`src/rtl/rns_pkg.sv`:
```
package rns_pkg;
    localparam int BIN_W   = 10;
    localparam int RANGE   = 840;
    localparam int SUM_W   = 12;
    localparam int TUPLE_W = 11;

    typedef struct packed {
        logic [2:0] r8;
        logic [2:0] r7;
        logic [2:0] r5;
        logic [1:0] r3;
    } rns_t;

    typedef enum logic [2:0] {
        OP_ADD  = 3'd0,
        OP_SUB  = 3'd1,
        OP_MUL  = 3'd2,
        OP_NEG  = 3'd3,
        OP_FWD  = 3'd4,
        OP_REV  = 3'd5,
        OP_RSV6 = 3'd6,
        OP_RSV7 = 3'd7
    } op_t;
endpackage

```
`src/rtl/rns_channel.sv`:
```
module rns_channel
    import rns_pkg::*;
#(
    parameter int MOD = 7,
    parameter int W   = 3
) (
    input  op_t          op,
    input  logic [W-1:0] a,
    input  logic [W-1:0] b,
    output logic [W-1:0] y
);
    localparam int PW = 2 * W;

    generate
        if (MOD == (1 << W)) begin : g_pow2
            // power-of-two modulus: keep the low bits
            always_comb begin
                case (op)
                    OP_ADD:  y = a + b;
                    OP_SUB:  y = a - b;
                    OP_MUL:  y = a * b;
                    OP_NEG:  y = '0 - a;
                    default: y = '0;
                endcase
            end
        end else if (MOD == (1 << W) - 1) begin : g_fold
            // modulus 2^W-1: end-around fold of the high half
            localparam logic [PW-1:0] MODV = PW'(MOD);
            logic [PW-1:0] ax_d, bx_d, raw_d;
            logic [W:0]    s_d;
            logic [W-1:0]  t_d;
            always_comb begin
                ax_d = {{W{1'b0}}, a};
                bx_d = {{W{1'b0}}, b};
                case (op)
                    OP_ADD:  raw_d = ax_d + bx_d;
                    OP_SUB:  raw_d = ax_d + MODV - bx_d;
                    OP_MUL:  raw_d = ax_d * bx_d;
                    OP_NEG:  raw_d = MODV - ax_d;
                    default: raw_d = '0;
                endcase
                s_d = {1'b0, raw_d[PW-1:W]} + {1'b0, raw_d[W-1:0]};
                t_d = s_d[W-1:0] + {{(W-1){1'b0}}, s_d[W]};
                y   = (t_d == W'(MOD)) ? '0 : t_d;
            end
        end else begin : g_generic
            localparam logic [PW-1:0] MODV = PW'(MOD);
            logic [PW-1:0] ax_d, bx_d, raw_d;
            always_comb begin
                ax_d = {{W{1'b0}}, a};
                bx_d = {{W{1'b0}}, b};
                case (op)
                    OP_ADD:  raw_d = ax_d + bx_d;
                    OP_SUB:  raw_d = ax_d + MODV - bx_d;
                    OP_MUL:  raw_d = ax_d * bx_d;
                    OP_NEG:  raw_d = MODV - ax_d;
                    default: raw_d = '0;
                endcase
                y = W'(raw_d % MODV);
            end
        end
    endgenerate
endmodule

```
`src/rtl/rns_fwd.sv`:
```
module rns_fwd
    import rns_pkg::*;
(
    input  logic [BIN_W-1:0] bin,
    output rns_t             res
);
    logic [BIN_W-1:0] red_d;

    always_comb begin
        red_d  = (bin >= BIN_W'(RANGE)) ? bin - BIN_W'(RANGE) : bin;
        res.r8 = 3'(red_d % BIN_W'(8));
        res.r7 = 3'(red_d % BIN_W'(7));
        res.r5 = 3'(red_d % BIN_W'(5));
        res.r3 = 2'(red_d % BIN_W'(3));
    end
endmodule

```
`src/rtl/rns_rev.sv`:
```
module rns_rev
    import rns_pkg::*;
(
    input  rns_t             res,
    output logic [BIN_W-1:0] bin
);
    logic [SUM_W-1:0] sum_d;

    always_comb begin
        sum_d = SUM_W'(res.r8) * SUM_W'(105)
              + SUM_W'(res.r7) * SUM_W'(120)
              + SUM_W'(res.r5) * SUM_W'(336)
              + SUM_W'(res.r3) * SUM_W'(280);
        bin   = BIN_W'(sum_d % SUM_W'(RANGE));
    end
endmodule

```
`src/rtl/rns_alu.sv`:
```
module rns_alu
    import rns_pkg::*;
(
    input  logic               clk,
    input  logic               rst_n,
    input  logic               valid_in,
    input  logic [2:0]         opcode,
    input  logic [TUPLE_W-1:0] res_a,
    input  logic [TUPLE_W-1:0] res_b,
    input  logic [BIN_W-1:0]   bin_in,
    output logic               valid_out,
    output logic [TUPLE_W-1:0] res_out,
    output logic [BIN_W-1:0]   bin_out
);
    typedef struct packed {
        logic             valid;
        rns_t             res;
        logic [BIN_W-1:0] bin;
    } state_t;

    state_t st_d, st_q;
    op_t    op;
    rns_t   a_t, b_t, ch_t, fwd_t, sel_d;
    logic [BIN_W-1:0] rev_bin;

    assign op  = op_t'(opcode);
    assign a_t = rns_t'(res_a);
    assign b_t = rns_t'(res_b);

    rns_channel #(.MOD(8), .W(3)) u_ch8 (.op(op), .a(a_t.r8), .b(b_t.r8), .y(ch_t.r8));
    rns_channel #(.MOD(7), .W(3)) u_ch7 (.op(op), .a(a_t.r7), .b(b_t.r7), .y(ch_t.r7));
    rns_channel #(.MOD(5), .W(3)) u_ch5 (.op(op), .a(a_t.r5), .b(b_t.r5), .y(ch_t.r5));
    rns_channel #(.MOD(3), .W(2)) u_ch3 (.op(op), .a(a_t.r3), .b(b_t.r3), .y(ch_t.r3));

    rns_fwd u_fwd (.bin(bin_in), .res(fwd_t));

    always_comb begin
        case (op)
            OP_ADD, OP_SUB, OP_MUL, OP_NEG: sel_d = ch_t;
            OP_FWD:                         sel_d = fwd_t;
            OP_REV:                         sel_d = a_t;
            default:                        sel_d = '0;
        endcase
    end

    rns_rev u_rev (.res(sel_d), .bin(rev_bin));

    always_comb begin
        st_d       = st_q;
        st_d.valid = valid_in;
        if (valid_in) begin
            st_d.res = sel_d;
            st_d.bin = rev_bin;
        end
    end

    always_ff @(posedge clk or negedge rst_n) begin
        if (!rst_n) st_q <= '0;
        else        st_q <= st_d;
    end

    assign valid_out = st_q.valid;
    assign res_out   = st_q.res;
    assign bin_out   = st_q.bin;

    // channel results stay canonical
    assert_canonical_R2: assert property (@(posedge clk) disable iff (!rst_n)
        valid_out |-> (st_q.res.r7 != 3'd7 && st_q.res.r5 < 3'd5 && st_q.res.r3 != 2'd3));

    // binary side stays inside the range
    assert_bin_range_R8: assert property (@(posedge clk) disable iff (!rst_n)
        valid_out |-> (bin_out < BIN_W'(RANGE)));

    // with R7: forward then reverse conversion returns the input
    assert_roundtrip_R6: assert property (@(posedge clk) disable iff (!rst_n)
        (valid_in && opcode == 3'd4 && bin_in < BIN_W'(RANGE)) |=> (bin_out == $past(bin_in)));

    // one-cycle latency of the strobe
    assert_latency_R9: assert property (@(posedge clk) disable iff (!rst_n)
        valid_in |=> valid_out);

    assert_no_spurious_R9: assert property (@(posedge clk) disable iff (!rst_n)
        !valid_in |=> !valid_out);

    // outputs hold while idle
    assert_hold_R11: assert property (@(posedge clk) disable iff (!rst_n)
        !valid_in |=> ($stable(res_out) && $stable(bin_out)));
endmodule

```
`config.mk`:
```
export PLATFORM = sky130hd
export DESIGN_NAME = rns_alu
export DESIGN_NICKNAME = d
export VERILOG_FILES = /design/src/rtl/rns_pkg.sv /design/src/rtl/rns_channel.sv /design/src/rtl/rns_fwd.sv /design/src/rtl/rns_rev.sv /design/src/rtl/rns_alu.sv
export SDC_FILE = /design/constraint.sdc
export NUM_CORES = 1
export LEC_CHECK = 0
export BUFFER_PORTS_ARGS = -buffer_cell sky130_fd_sc_hd__buf_2
export CAP_MARGIN = 20
export CORE_MARGIN = 5
export CORE_UTILIZATION = 43
export DETAILED_ROUTE_END_ITERATION = 12
export PLACE_DENSITY_LB_ADDON = 0.2
export SKIP_LAST_GASP = 1
export SYNTH_ARGS = -nofsm -noshare
export SYNTH_HDL_FRONTEND = slang
export SYNTH_SLANG_ARGS = --single-unit
```
`constraint.sdc`:
```
create_clock -name clk -period 2.4 [get_ports clk]
set_clock_uncertainty 0.15 [all_clocks]
set_input_delay 0.24 -clock clk [delete_from_list [all_inputs] [get_ports clk]]
set_output_delay 0.24 -clock clk [all_outputs]
set_load 0.1 [all_outputs]
```
# [After elaboration in Yosys (flattened, before gate mapping)]
# Index checks and enable logic that the tools add are counted.
[classes] eq_ne=7 addsub=23 div=5 n_shift=0 n_bitwise=0 magnitude_cmp=1 n_mul=8 n_mux=8 n_reduce_logical=2
[op_table] cell="6-bit case mux with 4 select lines" n=2
[op_table] cell="11-bit case mux with 3 select lines" n=1
[op_table] cell="10-bit by 3-bit modulo with 10-bit output (second input constant)" n=2
[op_table] cell="4-bit case mux with 4 select lines" n=1
[op_table] cell="12-bit by 11-bit adder with 12-bit output" n=1
[op_table] cell="12-bit adder" n=1
[op_table] cell="3-bit by 3-bit adder with 4-bit output" n=3
[op_table] cell="12-bit by 10-bit modulo with 12-bit output (second input constant)" n=1
[op_table] cell="3-bit by 3-bit multiplier with 6-bit output" n=2
[op_table] cell="3-bit case mux with 4 select lines" n=1
[op_table] cell="6-bit by 3-bit subtractor with 6-bit output" n=2
[op_table] cell="10-bit by 10-bit adder with 11-bit output" n=1
[op_table] cell="10-bit greater-or-equal comparator (second input constant)" n=1
[op_table] cell="10-bit by 2-bit modulo with 10-bit output (second input constant)" n=1
[op_table] cell="3-bit by 7-bit multiplier with 10-bit output (second input constant)" n=1
[op_table] cell="10-bit 2-to-1 mux" n=1
[op_table] cell="10-bit subtractor (second input constant)" n=1
[op_table] cell="3-bit equality test (second input constant)" n=3
[op_table] cell="3-bit by 3-bit adder with 4-bit output (second input constant)" n=2
[op_table] cell="2-bit by 6-bit multiplier with 8-bit output (second input constant)" n=1
[op_table] cell="3-bit by 5-bit multiplier with 8-bit output (second input constant)" n=1
[op_table] cell="3-bit by 3-bit subtractor with 4-bit output (first input constant)" n=2
[op_table] cell="3-bit by 4-bit multiplier with 7-bit output (second input constant)" n=1
[op_table] cell="2-bit by 2-bit adder with 3-bit output" n=2
[op_table] cell="18 further kinds" n=19
[word_totals] mem_count=0 inputBits=38 rom_bits=0 latchBits=0 out_inout_bits=22 register_bits=22 mem_bits_rw=0 wordCells=60

# [Longest topological paths before layout]
[logic_depth] depth_word=13 depth_mapped=56

# [Modules after synthesis]
# From an unflattened synthesis, not the netlist that was laid out.
[unflattened] cells_unflattened=1020 area_unflattened_um2=8150.3
[by_module_without_submodules] mod="rns_fwd" cells_each=393 n_inst=1 seq_area_each_um2=0.0 area_each_um2=2607.5
[by_module_without_submodules] mod="rns_rev" cells_each=231 n_inst=1 seq_area_each_um2=0.0 area_each_um2=1865.5
[by_module_without_submodules] mod="rns_alu" cells_each=109 n_inst=1 seq_area_each_um2=550.5 area_each_um2=1228.7
[by_module_without_submodules] mod="rns_channel at u_ch5" cells_each=138 n_inst=1 seq_area_each_um2=0.0 area_each_um2=1167.4
[by_module_without_submodules] mod="rns_channel at u_ch7" cells_each=75 n_inst=1 seq_area_each_um2=0.0 area_each_um2=665.6
[by_module_without_submodules] mod="rns_channel at u_ch3" cells_each=36 n_inst=1 seq_area_each_um2=0.0 area_each_um2=320.3
[by_module_without_submodules] mod="rns_channel at u_ch8" cells_each=38 n_inst=1 seq_area_each_um2=0.0 area_each_um2=295.3

# [Worst setup path before layout]
# OpenSTA, ideal clock, no wires.
[synth_path] kind="input to register" startpoint="input port bin_in[3]" endpoint="register st_q, in the netlist bin_out[5]" path_slack_ps=-9465 arrival_ps=11579 cell_stages=52 n_path_buf=4 setup_ps=136 path_cell_list="buf_6 inv_1 ha_1 and3_1 and3_4 a221oi_4 clkbuf_1 o21ai_0 nand2_1 o21ai_0 a221oi_1 clkbuf_1 o21ai_0 o21a_1 a31oi_1 o21ai_0 a21o_1 xor2_1 (+16 left out) o21bai_1 a21oi_1 o21bai_1 a21oi_1 xnor2_1 mux2_2 nor4_2 o22ai_4 mux2i_1 a2111oi_4 or2_1 buf_6 o311ai_4 or4_1 a31oi_1 nor3_1 a41oi_2 o311ai_1"
[synth_via] elab_chain_cells=9 elab_cells_between_ends=15
[synth_rtl] item="start: declaration" line="rns_alu.sv:10" source="input logic [BIN_W-1:0] bin_in,"
[synth_rtl] item="10-bit subtractor or 10-bit greater-or-equal comparator (tied branches)" line="rns_fwd.sv:10" source="red_d = (bin >= BIN_W'(RANGE)) ? bin - BIN_W'(RANGE) : bin;"
[synth_rtl] item="10-bit 2-to-1 mux *" line="rns_fwd.sv:10"
[synth_rtl] item="10-bit by 3-bit modulo with 10-bit output" line="rns_fwd.sv:12" source="res.r7 = 3'(red_d % BIN_W'(7));"
[synth_rtl] item="11-bit case mux with 3 select lines *" line="rns_alu.sv:38" source="case (op)"
[synth_rtl] item="3-bit by 4-bit multiplier with 7-bit output" line="rns_rev.sv:11" source="+ SUM_W'(res.r7) * SUM_W'(120)"
[synth_rtl] item="10-bit by 10-bit adder with 11-bit output" line="rns_rev.sv:11"
[synth_rtl] item="12-bit adder" line="rns_rev.sv:12" source="+ SUM_W'(res.r5) * SUM_W'(336)"
[synth_rtl] item="12-bit by 11-bit adder with 12-bit output *" line="rns_rev.sv:13" source="+ SUM_W'(res.r3) * SUM_W'(280);"
[synth_rtl] item="12-bit by 10-bit modulo with 12-bit output *" line="rns_rev.sv:14" source="bin = BIN_W'(sum_d % SUM_W'(RANGE));"
[synth_rtl] item="end signal: assignment" line="rns_alu.sv:59" source="else st_q <= st_d;"
[synth_rtl] item="end: declaration" line="rns_alu.sv:21" source="state_t st_d, st_q;"
# Every way passes the cells marked *; elsewhere a longest branch is shown, timed or not.
# A chain may end at the register's enable or synchronous reset.

# [Final worst setup path]
[layout_path] startpoint="input port bin_in[4]" endpoint="register st_q, in the netlist bin_out[5]"
# The elaborated chain is that of the path after synthesis.

==> out/metrics.yaml <==
setup_path:
  endpoint_kind: "flop"
  critPathMaxFanout: 7
  worstSetupStartpointType: "input pin"
  slowest_stage: "or4_4"
  max_stage_delay_ns: 0.55
  crit_arrival_ns: 11.04
  required_ns: 2.40
  critPathKind: "in -> reg"
global_routing:
  grt_pass1_vias: 8705
  grt_overflow: 0
  grt_max_degree: 35
  grt_use_total_pct: 24.9
  antenna_found_initial: 0
  grt_pass1_wl_um: 39700
run_status:
  status: "complete, but fails checks"
  violations: "setup timing"
yosys:
  ys_async_sr_fraction_pct: 100
  yosysTopAreaCell: "ha_1"
  synth_area_sq_um: 7040
  ys_types: 94
  synth_edf_count: 0
  avgSynthCellArea_sq_um: 7.53
  syn-instance-count: 935
  synth_ff_type: "dfrtp_1"
  synth_nets: 1085
  ys_warn_count: 0
  synth.area.top_cells: "ha_1, dfrtp_1, fa_1, xnor2_1, a21oi_1"
  synth_seq_area_share_pct: 6.75
  ys_seq_elements: 19
  yosys.area.top_type_share_pct: 15.8
final_layout:
  n_antenna_cell: 0
  nets: 1493
  area_growth_pct: 67.4
  fin_cells: 1558
  drive_gt1_share_pct: 49.9
timing:
  worst_slew_margin_rel_pct: 56.5
  fmax_mhz: 90.6
  rsz0062_at_grt: "true"
  hold_viol_final: 0
  period_share_pct: 460
  setup_viol: 16
  slew_violations: 0
  tightestPinTransition_ns: 0.653
  fin_crit_ns: 11.03
  fin_ws_ns: -8.63
drt:
  drt_iter0_drc: 508
  wl_um: 25500
  vias: 8836
  drc: 0
  ant_nets: 0
  dr.pass1.iters: 7
  wl_per_cell_um: 16.4
  vias_per_cell: 5.67
clocking:
  clock_path_buffers: 2
  clock_latency_ns: 0.25
  cts_buffers: 3
  clkSlewWorstSetupHoldPaths_ns: 0.05
  cts_tree: "done"
  cts-root-buf: "clkbuf_16"
  cts.sinks: 19
  h-tree-depth: 1
job:
  max-cap-violations: 0
die:
  coreArea_sq_um: 16000
  die_w_um: 138
  num_io_pins: 60
  rows: 46
  start_util_pct: 44.0
  die_area_sq_um: 19000
  die_y_um: 138
placement:
  post-place-cells: 1492
  hpwlAfterDp_um: 18600
  io_buffers: 59
  gp_congestion: 0.926
hold_path:
  hold_path.class: "in -> async"
synth_stat cells, drive strengths merged (16+ instances only):
cell type,count
a21o,16
a21oi,78
buf,20
clkbuf,30
dfrtp,19
fa,23
ha,89
inv,66
nand2,76
nand3,23
nor2,87
nor3,27
o21ai,49
xnor2,49
xor2,21
cells by family after synthesis:
kind of cell	Yosys count	share of synthesized area, %
fa+ha+maj	114	22.6
mux	31	5.06
flops	19	6.75
buf+inv	116	6.80
simple gates	301	21.2
compound gates	284	28.8
xor+xnor	70	8.70
per-stage QoR:
step                TNS (ns)  utilization, %  worst slack [ns]  area [sq um]  hold slack [ns]
CTS                   -80.47            69.6             -8.32         11100            0.277
floorplan             -78.76               -             -8.60          7420           -0.206
finish                -80.88            73.7             -8.63         11800            0.307
detailed placement    -87.80            63.8             -9.00         10200           0.0367
global placement      -84.68            63.8             -8.72         10200           0.0394
global route          -86.49            73.7             -9.15         11800            0.321
flip-flops by register name (all words and copies together), names as in the netlist:
| signal | flops |
|---|---|
| bin_out | 8 |
| res_out | 10 |
| valid_out | 1 |
worst paths after layout:
path / cells after the start / slack, ns / from / end
max: 52 / -8.63 / bin_in[4] / bin_out[5]
min: 2 / 0.31 / rst_n / bin_out[3]
max reg2reg: 1 / 1.47 / res_out[1] / res_out[1]
min reg2reg: 1 / 0.36 / res_out[5] / res_out[5]
max in group asynchronous: 2 / 1.51 / rst_n / bin_out[6]
min in group clk: 1 / 0.31 / valid_in / valid_out
critical path, delay by kind of cell:
family          cells  cell delay (ns)
compound gates     21             4.04
fa+ha+maj           8             2.63
buf+inv             7             0.91
mux                 2             0.58
simple gates       11             2.12
xor+xnor            3             0.50
area by class of cell:
class,instances,area (sq um)
Multi-Input combinational cell,801,7300
Fill cell,1144,4210
Timing Repair Buffer,452,3400
Sequential cell,19,475
Tap cell,216,270
Inverter,66,255
Clock buffer,3,75.1
Clock inverter,1,5.00
timing repair:
action	4_1_cts	5_1_grt
hold endpoints to repair	19	0
endpoints found under the setup margin	16	16
cloned	2	0
resized for setup	112	126
pin swaps	87	110
hold buffers	1	0
buffers inserted	50	36
cells in the final DEF (no fill, tap or decap), types with 10 or more instances in the layout:
| cell | n |
|---|---|
| o211ai_1 | 10 |
| xor2_1 | 18 |
| buf_2 | 54 |
| buf_6 | 30 |
| fa_1 | 19 |
| dfrtp_1 | 19 |
| nand2_1 | 68 |
| xnor2_1 | 43 |
| nand3_1 | 18 |
| nor2_1 | 75 |
| ha_4 | 12 |
| a21oi_2 | 23 |
| o21ai_0 | 27 |
| a21o_1 | 16 |
| o21ai_1 | 10 |
| ha_1 | 68 |
| buf_4 | 363 |
| nand4_1 | 10 |
| and2_1 | 11 |
| nand2b_1 | 10 |
| a21oi_1 | 50 |
| nor3_1 | 21 |
| inv_1 | 58 |
layer usage:
layer | track usage [%] | share of wire (%)
met1 | 31.5 | 43
met3 | 1.49 | 4.4
met4 | 6.09 | 2.4
met5 | 0 | 0
met2 | 46.1 | 51
Power is not shown: default switching activity piles up to over one toggle a cycle in this logic, so the estimate is an artifact.
